--- src/rtl/rxu_pkg.sv ---
package rxu_pkg;

    typedef enum logic [2:0] {
        ST_IDLE  = 3'd0,
        ST_START = 3'd1,
        ST_DATA  = 3'd2,
        ST_PAR   = 3'd3,
        ST_STOP  = 3'd4
    } rx_state_e;

endpackage

--- src/rtl/rxu_sync.sv ---
module rxu_sync #(
    parameter int STAGES = 2
) (
    input  logic clk,
    input  logic rst_n,
    input  logic async_i,
    output logic sync_o
);
    typedef struct packed {
        logic [STAGES-1:0] chain;
    } sync_t;

    sync_t s_d, s_q;

    always_comb begin
        s_d = s_q;
        s_d.chain = {s_q.chain[STAGES-2:0], async_i};
    end

    always_ff @(posedge clk or negedge rst_n) begin
        if (!rst_n) s_q <= '{chain: '1};
        else        s_q <= s_d;
    end

    assign sync_o = s_q.chain[STAGES-1];
endmodule

--- src/rtl/rxu_deframer.sv ---
module rxu_deframer
    import rxu_pkg::*;
#(
    parameter int OVS = 16,
    parameter int DW  = 8
) (
    input  logic          clk,
    input  logic          rst_n,
    input  logic          tick_i,
    input  logic          rx_i,
    input  logic [1:0]    len_i,
    input  logic          par_en_i,
    input  logic          par_odd_i,
    output logic          start_ok_o,
    output logic          chr_vld_o,
    output logic [DW-1:0] chr_data_o,
    output logic          chr_frm_o,
    output logic          chr_par_o
);
    localparam int CW      = $clog2(OVS);
    localparam int IW      = $clog2(DW);
    localparam int MIN_LEN = DW - 3;
    localparam logic [CW-1:0] HALF = CW'(OVS / 2 - 1);
    localparam logic [CW-1:0] FULL = CW'(OVS - 1);

    typedef struct packed {
        rx_state_e     st;
        logic [CW-1:0] cnt;
        logic [IW-1:0] idx;
        logic [DW-1:0] shf;
        logic          perr;
    } dfr_t;

    dfr_t r_d, r_q;
    logic [IW-1:0] last_idx;

    assign last_idx = IW'(MIN_LEN - 1) + IW'(len_i);

    always_comb begin
        r_d        = r_q;
        start_ok_o = 1'b0;
        chr_vld_o  = 1'b0;
        case (r_q.st)
            ST_IDLE: begin
                if (tick_i && !rx_i) begin
                    r_d.st   = ST_START;
                    r_d.cnt  = '0;
                    r_d.idx  = '0;
                    r_d.shf  = '0;
                    r_d.perr = 1'b0;
                end
            end
            ST_START: begin
                if (tick_i) begin
                    if (rx_i) begin
                        r_d.st = ST_IDLE;
                    end else if (r_q.cnt == HALF) begin
                        r_d.st     = ST_DATA;
                        r_d.cnt    = '0;
                        start_ok_o = 1'b1;
                    end else begin
                        r_d.cnt = r_q.cnt + 1'b1;
                    end
                end
            end
            ST_DATA: begin
                if (tick_i) begin
                    if (r_q.cnt == FULL) begin
                        r_d.cnt = '0;
                        r_d.shf[r_q.idx] = rx_i;
                        if (r_q.idx == last_idx) begin
                            r_d.st = par_en_i ? ST_PAR : ST_STOP;
                        end else begin
                            r_d.idx = r_q.idx + 1'b1;
                        end
                    end else begin
                        r_d.cnt = r_q.cnt + 1'b1;
                    end
                end
            end
            ST_PAR: begin
                if (tick_i) begin
                    if (r_q.cnt == FULL) begin
                        r_d.cnt  = '0;
                        r_d.perr = ((^r_q.shf) ^ rx_i) != par_odd_i;
                        r_d.st   = ST_STOP;
                    end else begin
                        r_d.cnt = r_q.cnt + 1'b1;
                    end
                end
            end
            ST_STOP: begin
                if (tick_i) begin
                    if (r_q.cnt == FULL) begin
                        chr_vld_o = 1'b1;
                        r_d.st    = ST_IDLE;
                    end else begin
                        r_d.cnt = r_q.cnt + 1'b1;
                    end
                end
            end
            default: r_d.st = ST_IDLE;
        endcase
    end

    always_ff @(posedge clk or negedge rst_n) begin
        if (!rst_n) r_q <= '{st: ST_IDLE, cnt: '0, idx: '0, shf: '0, perr: 1'b0};
        else        r_q <= r_d;
    end

    assign chr_data_o = r_q.shf;
    assign chr_frm_o  = !rx_i;
    assign chr_par_o  = par_en_i && r_q.perr;

    // a start confirmation and a finished character never coincide
    p_start_vs_char_r13: assert property (@(posedge clk) disable iff (!rst_n)
        $onehot0({start_ok_o, chr_vld_o}));

    // with parity disabled no character carries a parity error
    p_no_par_when_off_r8: assert property (@(posedge clk) disable iff (!rst_n)
        (chr_vld_o && !par_en_i) |-> !chr_par_o);
endmodule

--- src/rtl/rxu_top.sv ---
module rxu_top #(
    parameter int OVS   = 16,
    parameter int DW    = 8,
    parameter int SYNCS = 2
) (
    input  logic          clk,
    input  logic          rst_n,
    input  logic          os_tick,
    input  logic          rx_line,
    input  logic [1:0]    cfg_len,
    input  logic          cfg_par_en,
    input  logic          cfg_par_odd,
    input  logic          host_rd,
    input  logic          rdr_arm,
    input  logic          rx_ie,
    output logic [DW-1:0] rx_data,
    output logic          rx_done,
    output logic          err_ovr,
    output logic          err_frm,
    output logic          err_par,
    output logic          err_any,
    output logic          rx_busy,
    output logic          rdr_run,
    output logic          rx_irq
);
    typedef struct packed {
        logic [DW-1:0] data;
        logic          done;
        logic          ovr;
        logic          frm;
        logic          par;
        logic          busy;
        logic          rdr;
    } host_t;

    host_t h_d, h_q;

    logic          rx_s;
    logic          start_ok;
    logic          chr_vld;
    logic [DW-1:0] chr_data;
    logic          chr_frm;
    logic          chr_par;

    rxu_sync #(.STAGES(SYNCS)) u_sync (
        .clk     (clk),
        .rst_n   (rst_n),
        .async_i (rx_line),
        .sync_o  (rx_s)
    );

    rxu_deframer #(.OVS(OVS), .DW(DW)) u_dfr (
        .clk        (clk),
        .rst_n      (rst_n),
        .tick_i     (os_tick),
        .rx_i       (rx_s),
        .len_i      (cfg_len),
        .par_en_i   (cfg_par_en),
        .par_odd_i  (cfg_par_odd),
        .start_ok_o (start_ok),
        .chr_vld_o  (chr_vld),
        .chr_data_o (chr_data),
        .chr_frm_o  (chr_frm),
        .chr_par_o  (chr_par)
    );

    always_comb begin
        h_d = h_q;
        if (host_rd) h_d.done = 1'b0;
        if (rdr_arm) begin
            h_d.rdr  = 1'b1;
            h_d.done = 1'b0;
        end
        if (start_ok) begin
            h_d.busy = 1'b1;
            h_d.rdr  = 1'b0;
        end
        if (chr_vld) begin
            h_d.data = chr_data;
            h_d.ovr  = h_q.done && !host_rd && !rdr_arm;
            h_d.frm  = chr_frm;
            h_d.par  = chr_par;
            h_d.done = 1'b1;
            h_d.busy = 1'b0;
        end
    end

    always_ff @(posedge clk or negedge rst_n) begin
        if (!rst_n) h_q <= '0;
        else        h_q <= h_d;
    end

    assign rx_data = h_q.data;
    assign rx_done = h_q.done;
    assign err_ovr = h_q.ovr;
    assign err_frm = h_q.frm;
    assign err_par = h_q.par;
    assign err_any = h_q.ovr | h_q.frm | h_q.par;
    assign rx_busy = h_q.busy;
    assign rdr_run = h_q.rdr;
    assign rx_irq  = h_q.done & rx_ie;

    // a finished character raises done and drops busy on the next edge
    p_done_with_char_r5: assert property (@(posedge clk) disable iff (!rst_n)
        chr_vld |=> (rx_done && !rx_busy));

    // a confirmed start bit always leaves reader-run low
    p_reader_one_shot_r11: assert property (@(posedge clk) disable iff (!rst_n)
        start_ok |=> !rdr_run);

    // an interrupt request implies a waiting character
    p_irq_needs_done_r12: assert property (@(posedge clk) disable iff (!rst_n)
        rx_irq |-> rx_done);

    // 5-bit characters leave the upper holding bits clear
    p_justify_r3: assert property (@(posedge clk) disable iff (!rst_n)
        (chr_vld && cfg_len == 2'd0) |=> (rx_data[DW-1:DW-3] == '0));

    // a read strobe with no new character leaves the holding data alone
    p_read_keeps_data_r10: assert property (@(posedge clk) disable iff (!rst_n)
        (host_rd && !chr_vld) |=> ($stable(rx_data) && !rx_done));
endmodule

--- config.mk ---
export PLATFORM = sky130hd
export DESIGN_NAME = rxu_top
export DESIGN_NICKNAME = d
export VERILOG_FILES = /design/src/rtl/rxu_pkg.sv /design/src/rtl/rxu_sync.sv /design/src/rtl/rxu_deframer.sv /design/src/rtl/rxu_top.sv
export SDC_FILE = /design/constraint.sdc
export NUM_CORES = 1
export LEC_CHECK = 0
export BUFFER_PORTS_ARGS = -buffer_cell sky130_fd_sc_hd__buf_2
export CORE_MARGIN = 2
export CORE_UTILIZATION = 40
export DETAILED_ROUTE_END_ITERATION = 8
export GPL_ROUTABILITY_DRIVEN = 0
export MAX_ROUTING_LAYER = met4
export SYNTH_ARGS = -nofsm -noshare
export SYNTH_HDL_FRONTEND = slang
export SYNTH_HIERARCHICAL = 1
export SYNTH_SLANG_ARGS = --single-unit
--- constraint.sdc ---
create_clock -name clk -period 2.3 [get_ports clk]
set_input_delay 0.23 -clock clk [delete_from_list [all_inputs] [get_ports clk]]
set_output_delay 0.23 -clock clk [all_outputs]
set_load 0.005 [all_outputs]
==> metrics, run 1 <==
status=finished clean; Clk Latency, worst-skew pair=0.29 ns; number of synthesized register bits=35; largest net degree at the start of global routing=36; number of fill cells=476; Die W=75.1 um; worst reg2reg path depth=5; required time worst endpoint=2.48 ns; Critical Path Start Type=register; gr usage total=0.158; Hold Crit Class=primary input to asynchronous set/reset pin; VDD IR max=0.430 mV; # Post-CTS Setup Buffers=0; Final setup viols=0; residual DRC count=0; CTS HTree Levels=2; Final #Nets=218; total net switching power=0.594 mW; first-pass GRT wire length=6510 um; Bufs on Longest Clock Path=2; crit end category=register; top cells by area, synth=dfrtp_1, mux2_4, xnor2_1; Post-Route WL=3780 um; vias in the first global route=1336; most common cell in the netlist=dfrtp_1; core area=4790 um^2; Comb power frac=0.249; unrepaired setup endpoints after global routing=false; grt ovf=0; Clock power frac=0.310; post-synthesis sequential area ratio=0.435; Initial Utilization=0.422; pwr dens=797 nW/um^2; Worst Path Max Fanout=13; ys async rst share=1.00; Hold Fails Final Rpt=0; Antenna Violating Nets Remaining=0; Pre-Repair DR Iteration Count=4; worst clock skew=0.00877 ns; MaxCap Viol Count=0; DIE AREA=5630 um^2; clk root buf=clkbuf_8; Fin Hold WS=0.00864 ns; RR Endpoint=rx_data[2]$_DFFE_PN0P_; synthesized area=2020 um^2; Sink Count=35; port bufs=26; Die Y-Extent=75.1 um; dpl hpwl=2750 um; Layout area overhead=11.0%; pre-CTS WS=0.373 ns; worst slew pin tran=0.768 ns; final core utilization=0.468; internal power=1.19 mW; CTS Hold Buffers Added=0; number of synthesized flops with an enable pin=0; I/O Pins=27; crit path DAT=2.09 ns; PostCTS Resize Cnt=0; antenna violations before repair=0; initial DRC count=72; Max-slew headroom=0.488; Tmin final=1.91 ns; clock edge transition at the registers on the reported setup and hold paths=0.08 ns; Mean Syn Cell Area=10.7 um^2; synth warn=6; Reg power frac=0.441; setup ws final=0.387 ns; setup slack, reg-to-reg=0.39 ns; share of cells above drive strength 1=0.306; sw frac=0.332; Max Slew Vio Count=0; Syn Nets=201; Tcrit/Tclk final=0.832; overall power=1.79 mW; ANT cells=0; unique cell type count in the Yosys netlist=54; setup_tns=0 ns; CTS tree=yes; Crit Path Category=register to register; via count=1443; RR Startpoint=u_dfr/r_q[12]$_DFFE_PN0P_; row cnt=25; Inserted Clock Buffers=5; area share of the largest cell type after synthesis=0.409; Vias/cell=5.29; synth cell count leaders=dfrtp_1, nor2_1, o21ai_0; Synth area leader=dfrtp_1; fmax=523 MHz; leakage=1.04 nW; Synth Flop Type=dfrtp_1; Mapped Cells=188; WL per Instance=13.8 um
[worst max path at each step]
stage                              startpoint                     end  cells after the start
floorplan           u_dfr/r_q[12]$_DFFE_PN0P_     err_frm$_DFFE_PN0P_                      5
global placement    u_dfr/r_q[12]$_DFFE_PN0P_  rx_data[7]$_DFFE_PN0P_                      5
detailed placement  u_dfr/r_q[12]$_DFFE_PN0P_  rx_data[2]$_DFFE_PN0P_                      5
CTS                 u_dfr/r_q[12]$_DFFE_PN0P_  rx_data[2]$_DFFE_PN0P_                      5
global route        u_dfr/r_q[12]$_DFFE_PN0P_  rx_data[2]$_DFFE_PN0P_                      5
finish              u_dfr/r_q[12]$_DFFE_PN0P_  rx_data[2]$_DFFE_PN0P_                      5
[through the flow]
step / std cells / area [um^2]
finish: 273 / 2240
global route: 273 / 2240
CTS: 273 / 2240
detailed placement: 265 / 2130
global placement: 265 / 2130
floorplan: 188 / 2020
[cell usage in the layout, fill, tap and decap left out, types with 4 or more instances in the layout]
| master | n |
|---|---|
| nor2_1 | 15 |
| nand2b_1 | 6 |
| inv_1 | 7 |
| mux2_4 | 8 |
| a21oi_1 | 4 |
| dfrtp_1 | 33 |
| a22o_1 | 4 |
| clkbuf_8 | 5 |
| nand3_1 | 6 |
| o21ai_0 | 12 |
| buf_2 | 26 |
| nand2_1 | 4 |
| xnor2_1 | 8 |
[final cells by class]
class | instances | area [um^2] | share of cell area
Sequential cell | 35 | 878 | 0.392
Clock buffer | 5 | 68.8 | 0.0307
Inverter | 7 | 26.3 | 0.0117
Timing Repair Buffer | 28 | 145 | 0.0647
Multi-Input combinational cell | 128 | 996 | 0.444
Tap cell | 67 | 83.8 | 0.0374
Clock inverter | 3 | 43.8 | 0.0195
[critical path, cell delays in order, from the launching register on]
cell     delay [ns]
dfrtp_1        0.39
ha_1           0.35
nand4_4        0.24
nor4_2         0.19
buf_4          0.26
mux2_2         0.36
[flip-flops by register name, indices dropped and copies added (netlist names), 2 cells and up]
signal / cells
u_dfr/chr_data_o: 8
u_sync/s_q: 2
rx_data: 8
u_dfr/r_q: 11
[per-layer routing]
metal  up-vias  track usage  wire length, um
met1       695        0.217             1860
met5         -            -                0
met3         4       0.0442              203
li1        705            -                -
met4         0       0.0536               39
met2        39        0.225             1680
[logic make-up (layout without fill, tap and decap cells)]
kind of cell / count (synthesis) / in the layout / synth area share
buf+inv: 25 / 43 / 0.0750
flops: 35 / 35 / 0.435
simple gates: 61 / 61 / 0.195
fa+ha+maj: 2 / 2 / 0.0124
compound gates: 42 / 42 / 0.146
xor+xnor: 10 / 10 / 0.0502
mux: 13 / 13 / 0.0861
[power groups by stage]
stage	registers (mW)	clock network, mW	logic (mW)
5_1_grt	0.803	0.593	0.497
6_report	0.789	0.554	0.445
2_1_floorplan	0.733	0	0.402
3_3_place_gp	0.802	0	0.440
3_5_place_dp	0.797	0	0.444
4_1_cts	0.788	0.567	0.447
(Power assumes the default switching activity.)
==> run 2, diff against run 1 <==
Clock period 2.3 ns to 1.8 ns, I/O delays scaled along.
==> run 2 against run 1 <==
Net effect: core utilization up 3.2 points; final cell count up 5.9%; via count up 4.4%; wire length up 9.7%; setup slack worse by 0.31 ns; clock skew up 0.0032 ns; register-to-register slack worse by 0.31 ns; global-route usage up 0.29 points; fmax up 11%; sequential cell count unchanged; sequential power up 31%; critical path type unchanged; critical endpoint is now u_dfr/r_q[15]$_DFFE_PN0P_; largest cell class unchanged; largest power group unchanged; highest routed layer unchanged.
==> metrics, run 2 (synthesized netlist as in run 1, its figures left out) <==
status=finished clean; CTS tree=yes; pre-CTS WS=0.0699 ns (-0.303 ns); residual DRC count=0 (unchanged); setup_tns=0 ns (unchanged); crit path DAT=1.90 ns (-0.19 ns); port bufs=26 (unchanged); largest net degree at the start of global routing=36 (unchanged); Sink Count=35 (unchanged); Initial Utilization=0.422 (unchanged); Bufs on Longest Clock Path=2 (unchanged); Vias/cell=5.21 (-1.3%); grt ovf=0 (unchanged); clk root buf=clkbuf_8; crit end category=register; Tmin final=1.72 ns (-0.194 ns); largest reg by FF count=u_dfr/r_q; DIE AREA=5630 um^2 (unchanged); dpl hpwl=2980 um (+8.7%); Final #Nets=234 (+7.3%); clock edge transition at the registers on the reported setup and hold paths=0.08 ns (about the same); required time worst endpoint=1.98 ns (-0.50 ns); Worst Path Max Fanout=8 (-5); unrepaired setup endpoints after global routing=false; most frequent cells in the layout=dfrtp_1, buf_2, nor2_1, buf_4, o21ai_0; flip-flop count of the largest register after layout=11 (unchanged); Crit Path Category=register to register; Hold Crit Class=primary input to register; row cnt=25 (unchanged); ANT cells=0 (unchanged); Layout area overhead=18.6%; Reg area=880 um^2 (+0.14%); Antenna Violating Nets Remaining=0 (unchanged); grt peak-use layer=met2; MaxCap Viol Count=0 (unchanged); leakage=1.11 nW (+6.1%); share of cells above drive strength 1=0.360 (+0.0545); final core utilization=0.501 (+0.0322); number of fill cells=444 (-6.7%); Fin Hold WS=0.146 ns (+0.137 ns); core area=4790 um^2 (unchanged); Clk Latency, worst-skew pair=0.29 ns (about the same); antenna violations before repair=0 (unchanged); Pre-Repair DR Iteration Count=4 (unchanged); worst clock skew=0.0120 ns (+0.00324 ns); gr usage total=0.161 (+0.00290); Post-Route WL=4150 um (+9.7%); Inserted Clock Buffers=5 (unchanged); pwr dens=951 nW/um^2 (+19%); M2 GR Usage=0.245 (+0.0195); met3 Usage GRT=0.0455 (+0.00134); Hold Fails Final Rpt=0 (unchanged); Die W=75.1 um (unchanged); WL per Instance=14.4 um (+3.7%); Final setup viols=0 (unchanged); setup ws final=0.0811 ns (-0.306 ns); Critical Path Start Type=register; fmax=582 MHz (+11%); first-pass GRT wire length=6630 um (+1.9%); commonest non-fill, non-tap cell in the layout=dfrtp_1; via count=1507 (+4.4%); met1 Usage GRT=0.212 (-0.00551); VDD IR max=0.422 mV (-1.6%); Tcrit/Tclk final=0.955 (+0.123); initial DRC count=72 (unchanged); overall power=2.28 mW (+28%); area occupied by multi-input gates=1030 um^2 (+3.9%); vias in the first global route=1383 (+3.5%); Max Slew Vio Count=0 (unchanged); worst slew pin tran=0.556 ns (-0.212 ns); I/O Pins=27 (unchanged); Max-slew headroom=0.629 (+0.141); CTS HTree Levels=2 (unchanged); Die Y-Extent=75.1 um (unchanged)
run 2: changes by cell type in the layout (fill, tap and decap cells not counted), sizes merged:
cell | previous run | this run
dlygate4sd3 | 0 | 2
clkinvlp | 0 | 2
buf | 28 | 42
bufinv | 1 | 0
clkinv | 2 | 1
run 2: final timing paths:
path / startpoint / endpoint / depth (start not counted) / slack (ns)
min in group asynchronous: rst_n / rx_data[6]$_DFFE_PN0P_ / 3 / 0.45
max: u_dfr/r_q[13]$_DFFE_PN0P_ / u_dfr/r_q[15]$_DFFE_PN0P_ / 5 / 0.08
min: rdr_arm / rdr_run$_DFFE_PN0P_ / 3 / 0.15
max reg2reg: u_dfr/r_q[13]$_DFFE_PN0P_ / u_dfr/r_q[15]$_DFFE_PN0P_ / 5 / 0.08
max in group asynchronous: rst_n / u_sync/s_q[1]$_DFF_PN1_ / 3 / 1.00
min reg2reg: u_sync/s_q[0]$_DFF_PN1_ / u_sync/s_q[1]$_DFF_PN1_ / 0 / 0.37
run 2: what timing repair did:
| action | in CTS | in global routing |
|---|---|---|
| endpoints found under the hold margin | 34 | 0 |
| setup endpoints to repair | 0 | 2 |
| buffers inserted | 0 | 0 |
| hold buffers | 2 | 0 |
| resized for setup | 0 | 4 |
run 2: layout make-up:
class | count | share of cell area
Tap cell | 67 | 0.0350
Clock buffer | 5 | 0.0287
Timing Repair Buffer | 44 | 0.118
Clock inverter | 3 | 0.00836
Sequential cell | 35 | 0.367
Multi-Input combinational cell | 128 | 0.432
Inverter | 7 | 0.0110
run 2: where the power goes:
group          switching, mW  internal [mW]
Clock                  0.298          0.269
Sequential             0.166          0.864
Combinational          0.350          0.333
Total                  0.813           1.47
run 2: per-stage QoR:
stage | cells | instance area [um^2]
after global placement | 279 | 2260
after detailed placement | 279 | 2260
after CTS | 289 | 2370
after global routing | 289 | 2400
final | 289 | 2400
after floorplan | 188 | 2040
run 2: critical path, stage by stage (launching register included):
cell and delay, ns:
dfrtp_1 0.44, ha_4 0.22, a311oi_1 0.31, o211ai_2 0.16
and2_2 0.22, a311o_1 0.26
run 2: routing by layer:
metal  part of all wire  vias to the layer above
li1                   -                      729
met1               0.49                      735
met2               0.46                       39
met3              0.040                        4
met4              0.011                        0
met5                  0                        -
==> run 3, diff against run 2 <==
Settings changed: BUFFER_PORTS_ARGS -buffer_cell sky130_fd_sc_hd__buf_2 to -buffer_cell sky130_fd_sc_hd__buf_4.
==> run 3 against run 2 <==
Net effect: register-to-register slack about the same; clock power up 5.3%; hold slack worse by 0.024 ns; first-iteration DRC count up 6.9%; final cell count down 1.7%; global-route usage up 0.86 points; total power up 3.1%; core utilization up 0.86 points; combinational power up 9.4%.
==> metrics, run 3 (synthesized netlist as in run 1, its figures left out) <==
status=finished clean; placed cell count=274 (-1.8%); Final #Nets=229 (-2.1%); port bufs=26 (unchanged); Inserted Clock Buffers=5 (unchanged); Critical Path Start Type=register; count of non-filler cells in the finished layout=284 (-1.7%); Worst Path Max Fanout=8 (unchanged); M2 GR Usage=0.256 (+0.0117); first-pass GRT wire length=6870 um (+3.5%); Vias/cell=5.30 (+1.6%); Die W=75.1 um (unchanged); WL per Instance=14.3 um (-0.23%); Pre-Repair DR Iteration Count=4 (unchanged); # Post-CTS Setup Buffers=0 (unchanged); commonest non-fill, non-tap cell in the layout=buf_4; Antenna Violating Nets Remaining=0 (unchanged); I/O Pins=27 (unchanged); fmax=579 MHz (-0.52%); clk root buf=clkbuf_8; unrepaired setup endpoints after global routing=true; share of cells above drive strength 1=0.341 (-0.0193); worst clock skew=0.00419 ns (-0.00781 ns); grt ovf=0 (unchanged); CTS tree=yes; VDD IR max=0.633 mV (+50%); Sink Count=35 (unchanged); ANT cells=0 (unchanged); row cnt=25 (unchanged); MaxCap Viol Count=0 (unchanged); met1 Usage GRT=0.213 (+0.00167); dpl hpwl=3000 um (+0.37%); core area=4790 um^2 (unchanged); pwr dens=964 nW/um^2 (+1.3%); CTS HTree Levels=2 (unchanged); Fin Hold WS=0.123 ns (-0.0235 ns); setup_tns=0 ns (unchanged); Post-Route WL=4070 um (-2.0%); vias in the first global route=1417 (+2.5%); Clk Latency, worst-skew pair=0.29 ns (about the same); initial DRC count=77 (+6.9%); Max-slew headroom=0.644 (+0.0148); final core utilization=0.509 (+0.00863); Max Slew Vio Count=0 (unchanged); Tcrit/Tclk final=0.960 (+0.00498); residual DRC count=0 (unchanged); crit path DAT=1.90 ns (about the same); Hold Fails Final Rpt=0 (unchanged); clock edge transition at the registers on the reported setup and hold paths=0.07 ns (about the same); Final setup viols=0 (unchanged); Hold Crit Start=rdr_arm; worst reg2reg path depth=5 (unchanged); flip-flop count of the largest register after layout=11 (unchanged); most frequent cells in the layout=buf_4, dfrtp_1, nor2_1; DIE AREA=5630 um^2 (unchanged); Crit Path Category=register to register; largest reg by FF count=u_dfr/r_q; largest net degree at the start of global routing=36 (unchanged); via count=1505 (-0.13%); antenna violations before repair=0 (unchanged); crit end category=register; Die Y-Extent=75.1 um (unchanged); overall power=2.35 mW (+3.1%); grt peak-use layer=met2; Critical path origin=u_dfr/r_q[13]$_DFFE_PN0P_; Bufs on Longest Clock Path=2 (unchanged); Initial Utilization=0.422 (unchanged); gr usage total=0.170 (+0.00863); leakage=1.10 nW (-0.32%); met3 Usage GRT=0.0482 (+0.00268); RR Startpoint=u_dfr/r_q[13]$_DFFE_PN0P_; worst slew pin tran=0.534 ns (-0.0222 ns); Hold Crit Depth=3 (unchanged); number of fill cells=422 (-5.0%); required time worst endpoint=1.97 ns (about the same); Tmin final=1.73 ns (+0.00897 ns); Layout area overhead=20.7%; Hold Crit Class=primary input to register
[run 3: cell count changes in the layout (fill, tap and decap cells not counted)]
cell	previous run	this run
buf_12	1	2
buf_2	26	0
buf_4	15	35
clkbuf_1	0	1
clkbuf_8	5	6
clkinvlp_4	2	0
nor3b_1	2	1
nor3b_2	0	1
nor4_1	2	3
nor4_2	1	0
[run 3: final cells by class]
class                      count  area [um^2]  share of cell area
inverter                       7         26.3              0.0108
timing repair buffer          39          323               0.132
multi-input combinational    128         1030               0.424
clock buffer                   7         86.3              0.0354
tap                           67         83.8              0.0344
clock inverter                 1         5.00             0.00205
sequential                    35          880               0.361
[run 3: worst paths after layout]
path                                              to  slack, ns
min in group asynchronous     rx_data[6]$_DFFE_PN0P_       0.38
max                        u_dfr/r_q[15]$_DFFE_PN0P_       0.07
min reg2reg                  u_sync/s_q[1]$_DFF_PN1_       0.37
min                              rdr_run$_DFFE_PN0P_       0.12
max in group asynchronous    u_sync/s_q[0]$_DFF_PN1_       1.08
max reg2reg                u_dfr/r_q[15]$_DFFE_PN0P_       0.07
[run 3: worst max-delay path, cell delays in order, from the launching register on]
cell      delay, ns
dfrtp_1        0.42
ha_4           0.21
nand3b_1       0.18
a221oi_4       0.37
nor2_2         0.08
a311o_1        0.36
[run 3: what timing repair did]
action,4_1_cts,5_1_grt
pin swaps,0,1
endpoints found under the setup margin,1,6
endpoints found under the hold margin,34,0
gates resized for setup,1,3
hold buffers,2,0
[run 3: routing by layer]
metal | wire length, um | vias up
met2 | 1910 | 44
met3 | 194 | 7
li1 | - | 724
met5 | 0 | -
met1 | 1890 | 730
met4 | 76 | 0
[run 3: power by group]
part	total, mW	internal, mW	switching [mW]
clock network	0.597	0.309	0.288
registers	1.01	0.867	0.139
logic	0.747	0.363	0.384
total	2.35	1.54	0.811
[run 3: through the flow]
stage               setup slack (ns)  instance area (um^2)
global route                 -0.0157                  2440
floorplan                     0.0584                  2040
detailed placement           -0.0230                  2300
finish                        0.0721                  2440
global placement               0.105                  2300
CTS                          0.00528                  2420
